`src/rtl/i2c_irq_vector.sv`:
```
module i2c_irq_vector #(
  parameter int DW    = 16,
  parameter int SEL_W = 2
) (
  input  logic          clk,
  input  logic          rst_n,
  input  logic          ev_arb_lost,
  input  logic          ev_nack,
  input  logic          ev_acc_rdy,
  input  logic          ev_rx_rdy,
  input  logic          ev_tx_rdy,
  input  logic          ev_rx_ovr,
  input  logic          ev_tx_udf,
  input  logic          bus_busy,
  input  logic [SEL_W-1:0] reg_sel,
  input  logic          reg_wr,
  input  logic          reg_rd,
  input  logic [DW-1:0] reg_wdata,
  output logic [DW-1:0] reg_rdata,
  output logic          irq
);
  localparam int NSRC  = 5;
  localparam int VEC_W = $clog2(NSRC + 1);
  localparam int B_UDF = 10;
  localparam int B_OVR = 11;
  localparam int B_BSY = 12;
  localparam logic [SEL_W-1:0] SEL_EN  = SEL_W'(0);
  localparam logic [SEL_W-1:0] SEL_ST  = SEL_W'(1);
  localparam logic [SEL_W-1:0] SEL_VEC = SEL_W'(2);

  logic [NSRC-1:0]  en_q, src_q, vec_hit, clr_src;
  logic             ovr_q, udf_q, irq_q;
  logic [VEC_W-1:0] vcode;
  logic [DW-1:0]    stat_word;

  wire [NSRC-1:0] src_ev = {ev_tx_rdy, ev_rx_rdy, ev_acc_rdy, ev_nack, ev_arb_lost};
  wire wr_en  = reg_wr && (reg_sel == SEL_EN);
  wire wr_st  = reg_wr && (reg_sel == SEL_ST);
  wire rd_vec = reg_rd && (reg_sel == SEL_VEC);

  always_comb begin
    vcode   = '0;
    vec_hit = '0;
    for (int i = NSRC - 1; i >= 0; i--) begin
      if (src_q[i]) begin
        vcode   = VEC_W'(i + 1);
        vec_hit = NSRC'(1) << i;
      end
    end
  end

  assign clr_src = (wr_st ? reg_wdata[NSRC-1:0] : '0) | (rd_vec ? vec_hit : '0);

  always_ff @(posedge clk or negedge rst_n) begin
    if (!rst_n) begin
      en_q  <= '0;
      src_q <= '0;
      ovr_q <= 1'b0;
      udf_q <= 1'b0;
      irq_q <= 1'b0;
    end else begin
      if (wr_en) en_q <= reg_wdata[NSRC-1:0];
      src_q <= (src_q & ~clr_src) | src_ev;
      ovr_q <= (ovr_q & ~(wr_st & reg_wdata[B_OVR])) | ev_rx_ovr;
      udf_q <= (udf_q & ~(wr_st & reg_wdata[B_UDF])) | ev_tx_udf;
      irq_q <= |(src_q & en_q);
    end
  end

  always_comb begin
    stat_word             = '0;
    stat_word[NSRC-1:0]   = src_q;
    stat_word[B_UDF]      = udf_q;
    stat_word[B_OVR]      = ovr_q;
    stat_word[B_BSY]      = bus_busy;
  end

  always_comb begin
    case (reg_sel)
      SEL_EN:  reg_rdata = {{(DW-NSRC){1'b0}}, en_q};
      SEL_ST:  reg_rdata = stat_word;
      SEL_VEC: reg_rdata = {{(DW-VEC_W){1'b0}}, vcode};
      default: reg_rdata = '0;
    endcase
  end

  assign irq = irq_q;

  assert_event_sets_R2: assert property (@(posedge clk) disable iff (!rst_n)
    ev_nack |=> src_q[1]);

  assert_w1c_clears_R5: assert property (@(posedge clk) disable iff (!rst_n)
    (wr_st && reg_wdata[0] && !ev_arb_lost) |=> !src_q[0]);

  assert_zero_keeps_R5: assert property (@(posedge clk) disable iff (!rst_n)
    (src_q[2] && !(wr_st && reg_wdata[2]) && !(rd_vec && vcode == VEC_W'(3))) |=> src_q[2]);

  assert_event_wins_R6: assert property (@(posedge clk) disable iff (!rst_n)
    (wr_st && reg_wdata[3] && ev_rx_rdy) |=> src_q[3]);

  assert_irq_cause_R7: assert property (@(posedge clk) disable iff (!rst_n)
    $rose(irq) |-> $past(|(src_q & en_q)));

  assert_vec_ack_R9: assert property (@(posedge clk) disable iff (!rst_n)
    (rd_vec && vcode == VEC_W'(1) && !ev_arb_lost) |=> !src_q[0]);

  assert_vec_empty_R11: assert property (@(posedge clk) disable iff (!rst_n)
    (rd_vec && src_q == '0 && src_ev == '0 && !wr_st) |=> $stable(src_q));
endmodule

```
`config.mk`:
```
export PLATFORM = sky130hd
export DESIGN_NAME = i2c_irq_vector
export DESIGN_NICKNAME = d
export VERILOG_FILES = /design/src/rtl/i2c_irq_vector.sv
export SDC_FILE = /design/constraint.sdc
export NUM_CORES = 1
export LEC_CHECK = 0
export ABC_AREA = 1
export ABC_CLOCK_PERIOD_IN_PS = 1100
export BUFFER_PORTS_ARGS = -buffer_cell sky130_fd_sc_hd__buf_2
export CAP_MARGIN = 20
export CORE_AREA = 2 2 48 50
export DETAILED_ROUTE_END_ITERATION = 16
export DIE_AREA = 0 0 50 52
export PLACE_DENSITY = 0.75
export SYNTH_ARGS = -nofsm -noshare
export SYNTH_HDL_FRONTEND = slang
export SYNTH_SLANG_ARGS = --single-unit
```
`constraint.sdc`:
```
create_clock -name clk -period 1.1 [get_ports clk]
set_input_delay 0.22 -clock clk [delete_from_list [all_inputs] [get_ports clk]]
set_output_delay 0.22 -clock clk [all_outputs]
set_load 0.01 [all_outputs]
```
==> parameters.txt <==
Parameter                              Value

Clock tree
  Latest clock arrival within the worst-skew pair    about 0.28 ns
  Clock transition at the registers of the reported paths    0.08 ns
  CTS tree    built
  Max clock buf depth    2
  Clock Root Buffer    sky130_fd_sc_hd__clkbuf_4
  Htree depth    1
  TritonCTS Buffers    3
  Num Clock Sinks    13

Power and ir drop
  Maximum vdd drop    just over 800 uV
  Combinational power share    a little over a quarter
  Switching Fraction    31.5%
  Power density over cell area    1010 nW/um2
  Sequential share of power    47.3%
  Leakage power total    ~0.00067 uW
  Portion of total power attributed to the clock network    25.6%
  Internal portion of total power    ~810 uW
  Total power    1190 uW
  Total net switching power    375 uW

Routing
  Total via count after detailed routing    888
  DR DRC count    0
  Mean routed wirelength per cell    10.5 um
  Detailed Route Iter0 Violations    15
  Number of nets with antenna violations after detailed routing    0
  Total length of routed wires    2030 um
  Initial DRT Pass Iterations    4
  Vias per Instance    4.58

Floorplanning
  Core Box Area    between 2000 and 2500 um2
  Effective utilization at floorplan    slightly above 40%
  Die Outline Area    roughly 2600 um2
  Width of the die    50 um
  Top-Level Pins    47
  Floorplan row count    17
  Die Ht    52 um

Timing
  Minimum hold slack    between 0.1 and 0.15 ns
  Maximum operating frequency    701 MHz
  Minimum clock period    1.43 ns
  Number of endpoints failing setup at the final stage    5
  Count of final hold-check violations    0
  Ratio of final minimum period to clock period    130%
  Worst Slack Setup Final    -0.327 ns
  Unrepaired setup endpoints after global routing    true
  Max-slew violations    0
  Worst Skew    ~0.00023 ns

Global route
  Total global routing overflow    0
  GRT Overall Usage    17.1%
  Maximum number of pins on one net before global-route repair    14
  Number of antenna violations at the first check in global routing    0
  Global-route wire length before repair    3250 um
  Number of global-route vias before repair    roughly 800

Place
  Count of input and output buffers    29
  Post-detail-place hpwl    1580 um
  Post-place instance area    approximately 1100 um2
  Final RePlAce weighted congestion    0.922
  Placed instance count    between 150 and 200

Critical path
  Worst Setup Path Type    flip-flop to primary output
  Signal arrival time at the worst endpoint    1.21 ns
  Kind of end point of the critical path    primary output
  Origin of the critical flop-to-flop path    src_q[2]
  Internal reg-to-reg setup slack    ~0.090 ns
  Worst Reg2Reg Path Length in Cells    5
  Critical Path Source    src_q[3]
  Launching element type of the critical path    flip-flop
  Required time of the critical path    0.88 ns
  Maximum fanout count along the critical path    4

Min path
  Hold Path Depth    2
  Class of the most critical hold timing path    input pin to flip-flop
  Hold_sp    ev_tx_udf

Cells and area
  Design area    1180 um2
  Final cell count without fillers    194
  Antenna diode count    0
  Final core utilization    56.0%
  Filler instances    about 200
  Final-stage net count    197
  Post-synthesis to final-layout area growth    37.1%
  Share of cells above drive strength 1    40.4%

Logic synthesis
  Post-Synthesis Cells    118
  Total of flip-flops plus latches after synthesis    13
  Distinct cell type count after synthesis    19
  Sequential area share after synthesis    37.8%
  Yosys synthesis warning count    0
  Cell Area, Synth    860 um2
  Synthesized area per cell    approximately 7.3 um2

Run status
  Violated checks    negative setup slack
  Status    finished with violations

Job
  Number of max-cap violations    0
[logic make-up (layout without fill, tap and decap cells)]
family                 count (synthesis)  in the layout  synth area share, %
AND/OR/NAND/NOR                       68             68                 37.4
buffers and inverters                 26             67                 17.0
AO/OA/AOI/OAI                         10             10                 7.28
flip-flops                            13             13                 37.8
other                                  1              8                0.436
[path summary, 6_finish.rpt]
kind,to
max reg2reg,irq
min in group asynchronous,src_q[0]
max,reg_rdata[0]
min reg2reg,udf_q
max in group asynchronous,src_q[1]
min,udf_q
[per-stage QoR]
step                setup slack (ns)  TNS [ns]
finish                        -0.327     -1.31
global route                  -0.392     -1.71
CTS                           -0.328     -1.31
detailed placement            -0.117    -0.467
global placement             -0.0790    -0.229
floorplan                     0.0738         0
[synth_stat cells]
cell type                   n  area [um2]
sky130_fd_sc_hd__o21ai_0    3        15.0
sky130_fd_sc_hd__nand2_2    1        6.26
sky130_fd_sc_hd__inv_2      2        7.51
sky130_fd_sc_hd__nand3_2    1        10.0
sky130_fd_sc_hd__o211ai_1   2        15.0
sky130_fd_sc_hd__o21a_1     1        7.51
sky130_fd_sc_hd__nand3_1   14        70.1
sky130_fd_sc_hd__buf_4      9        67.6
sky130_fd_sc_hd__buf_6      2        22.5
sky130_fd_sc_hd__a21o_1     2        15.0
sky130_fd_sc_hd__nand4_1    1        6.26
sky130_fd_sc_hd__conb_1     1        3.75
sky130_fd_sc_hd__inv_1     13        48.8
sky130_fd_sc_hd__nor2_4     3        33.8
sky130_fd_sc_hd__dfrtp_1   13         325
sky130_fd_sc_hd__a21oi_1    2        10.0
sky130_fd_sc_hd__nand2_4    2        22.5
sky130_fd_sc_hd__nor2_1     5        18.8
sky130_fd_sc_hd__nand2_1   41         154
[layout make-up]
cell class | count | area (um2) | share of cell area [%]
multi-input cells | 86 | 428 | 36.3
flip-flops and latches | 13 | 327 | 27.7
repair buffers | 48 | 307 | 26.0
inverters | 15 | 56.3 | 4.78
well taps | 28 | 35.0 | 2.97
clock buffers | 4 | 26.3 | 2.23
[worst max-delay path, cell delays in order, from the launching register on]
cell	delay (ns)
sky130_fd_sc_hd__dfrtp_1	0.43
sky130_fd_sc_hd__inv_2	0.09
sky130_fd_sc_hd__nand2_2	0.05
sky130_fd_sc_hd__a21oi_2	0.11
sky130_fd_sc_hd__o21a_1	0.12
sky130_fd_sc_hd__buf_2	0.12
[power by group through the flow]
| stage | Sequential [uW] | Clock [uW] | Combinational [uW] |
|---|---|---|---|
| after floorplan | 566 | 0 | 185 |
| after global placement | 566 | 0 | 293 |
| after detailed placement | 569 | 0 | 303 |
| after CTS | 560 | 310 | 321 |
| after global routing | 569 | 342 | 357 |
| final | 563 | 304 | 322 |
[layer usage]
metal / track usage, % / wire length, um
met4: 10.6 / 39
met5: 0 / 0
met3: 4.31 / 99
met2: 29.6 / 1060
met1: 18.7 / 833
[layout by cell type (no fill, tap or decap)]
master	count
sky130_fd_sc_hd__a21oi_1	1
sky130_fd_sc_hd__o211ai_1	2
sky130_fd_sc_hd__a21o_1	2
sky130_fd_sc_hd__nand3_1	14
sky130_fd_sc_hd__dlygate4sd3_1	1
sky130_fd_sc_hd__nor2_4	3
sky130_fd_sc_hd__nand4_1	1
sky130_fd_sc_hd__nor2_2	1
sky130_fd_sc_hd__conb_1	8
sky130_fd_sc_hd__o21a_1	1
sky130_fd_sc_hd__nand2_2	4
sky130_fd_sc_hd__nand3_2	1
sky130_fd_sc_hd__a21oi_2	1
sky130_fd_sc_hd__inv_2	4
sky130_fd_sc_hd__buf_12	1
sky130_fd_sc_hd__dfrtp_1	12
sky130_fd_sc_hd__nand2_1	38
sky130_fd_sc_hd__inv_1	11
sky130_fd_sc_hd__nand2_4	2
sky130_fd_sc_hd__clkbuf_1	1
sky130_fd_sc_hd__buf_4	16
sky130_fd_sc_hd__buf_6	1
sky130_fd_sc_hd__buf_2	29
sky130_fd_sc_hd__dfrtp_2	1
sky130_fd_sc_hd__nor2_1	4
sky130_fd_sc_hd__clkbuf_4	3
sky130_fd_sc_hd__o21ai_1	3
[registers in the layout, indices dropped and copies added (netlist names)]
name / flops
en_q: 5
ovr_q: 1
udf_q: 1
src_q: 5
irq: 1
[repair_timing]
item,in CTS,in global routing
setup buffers,4,1
hold buffers,1,0
resized for setup,9,3
setup endpoints to repair,6,8
pin swaps,2,5
endpoints found under the hold margin,13,0
Power figures use the tool's default switching activity.
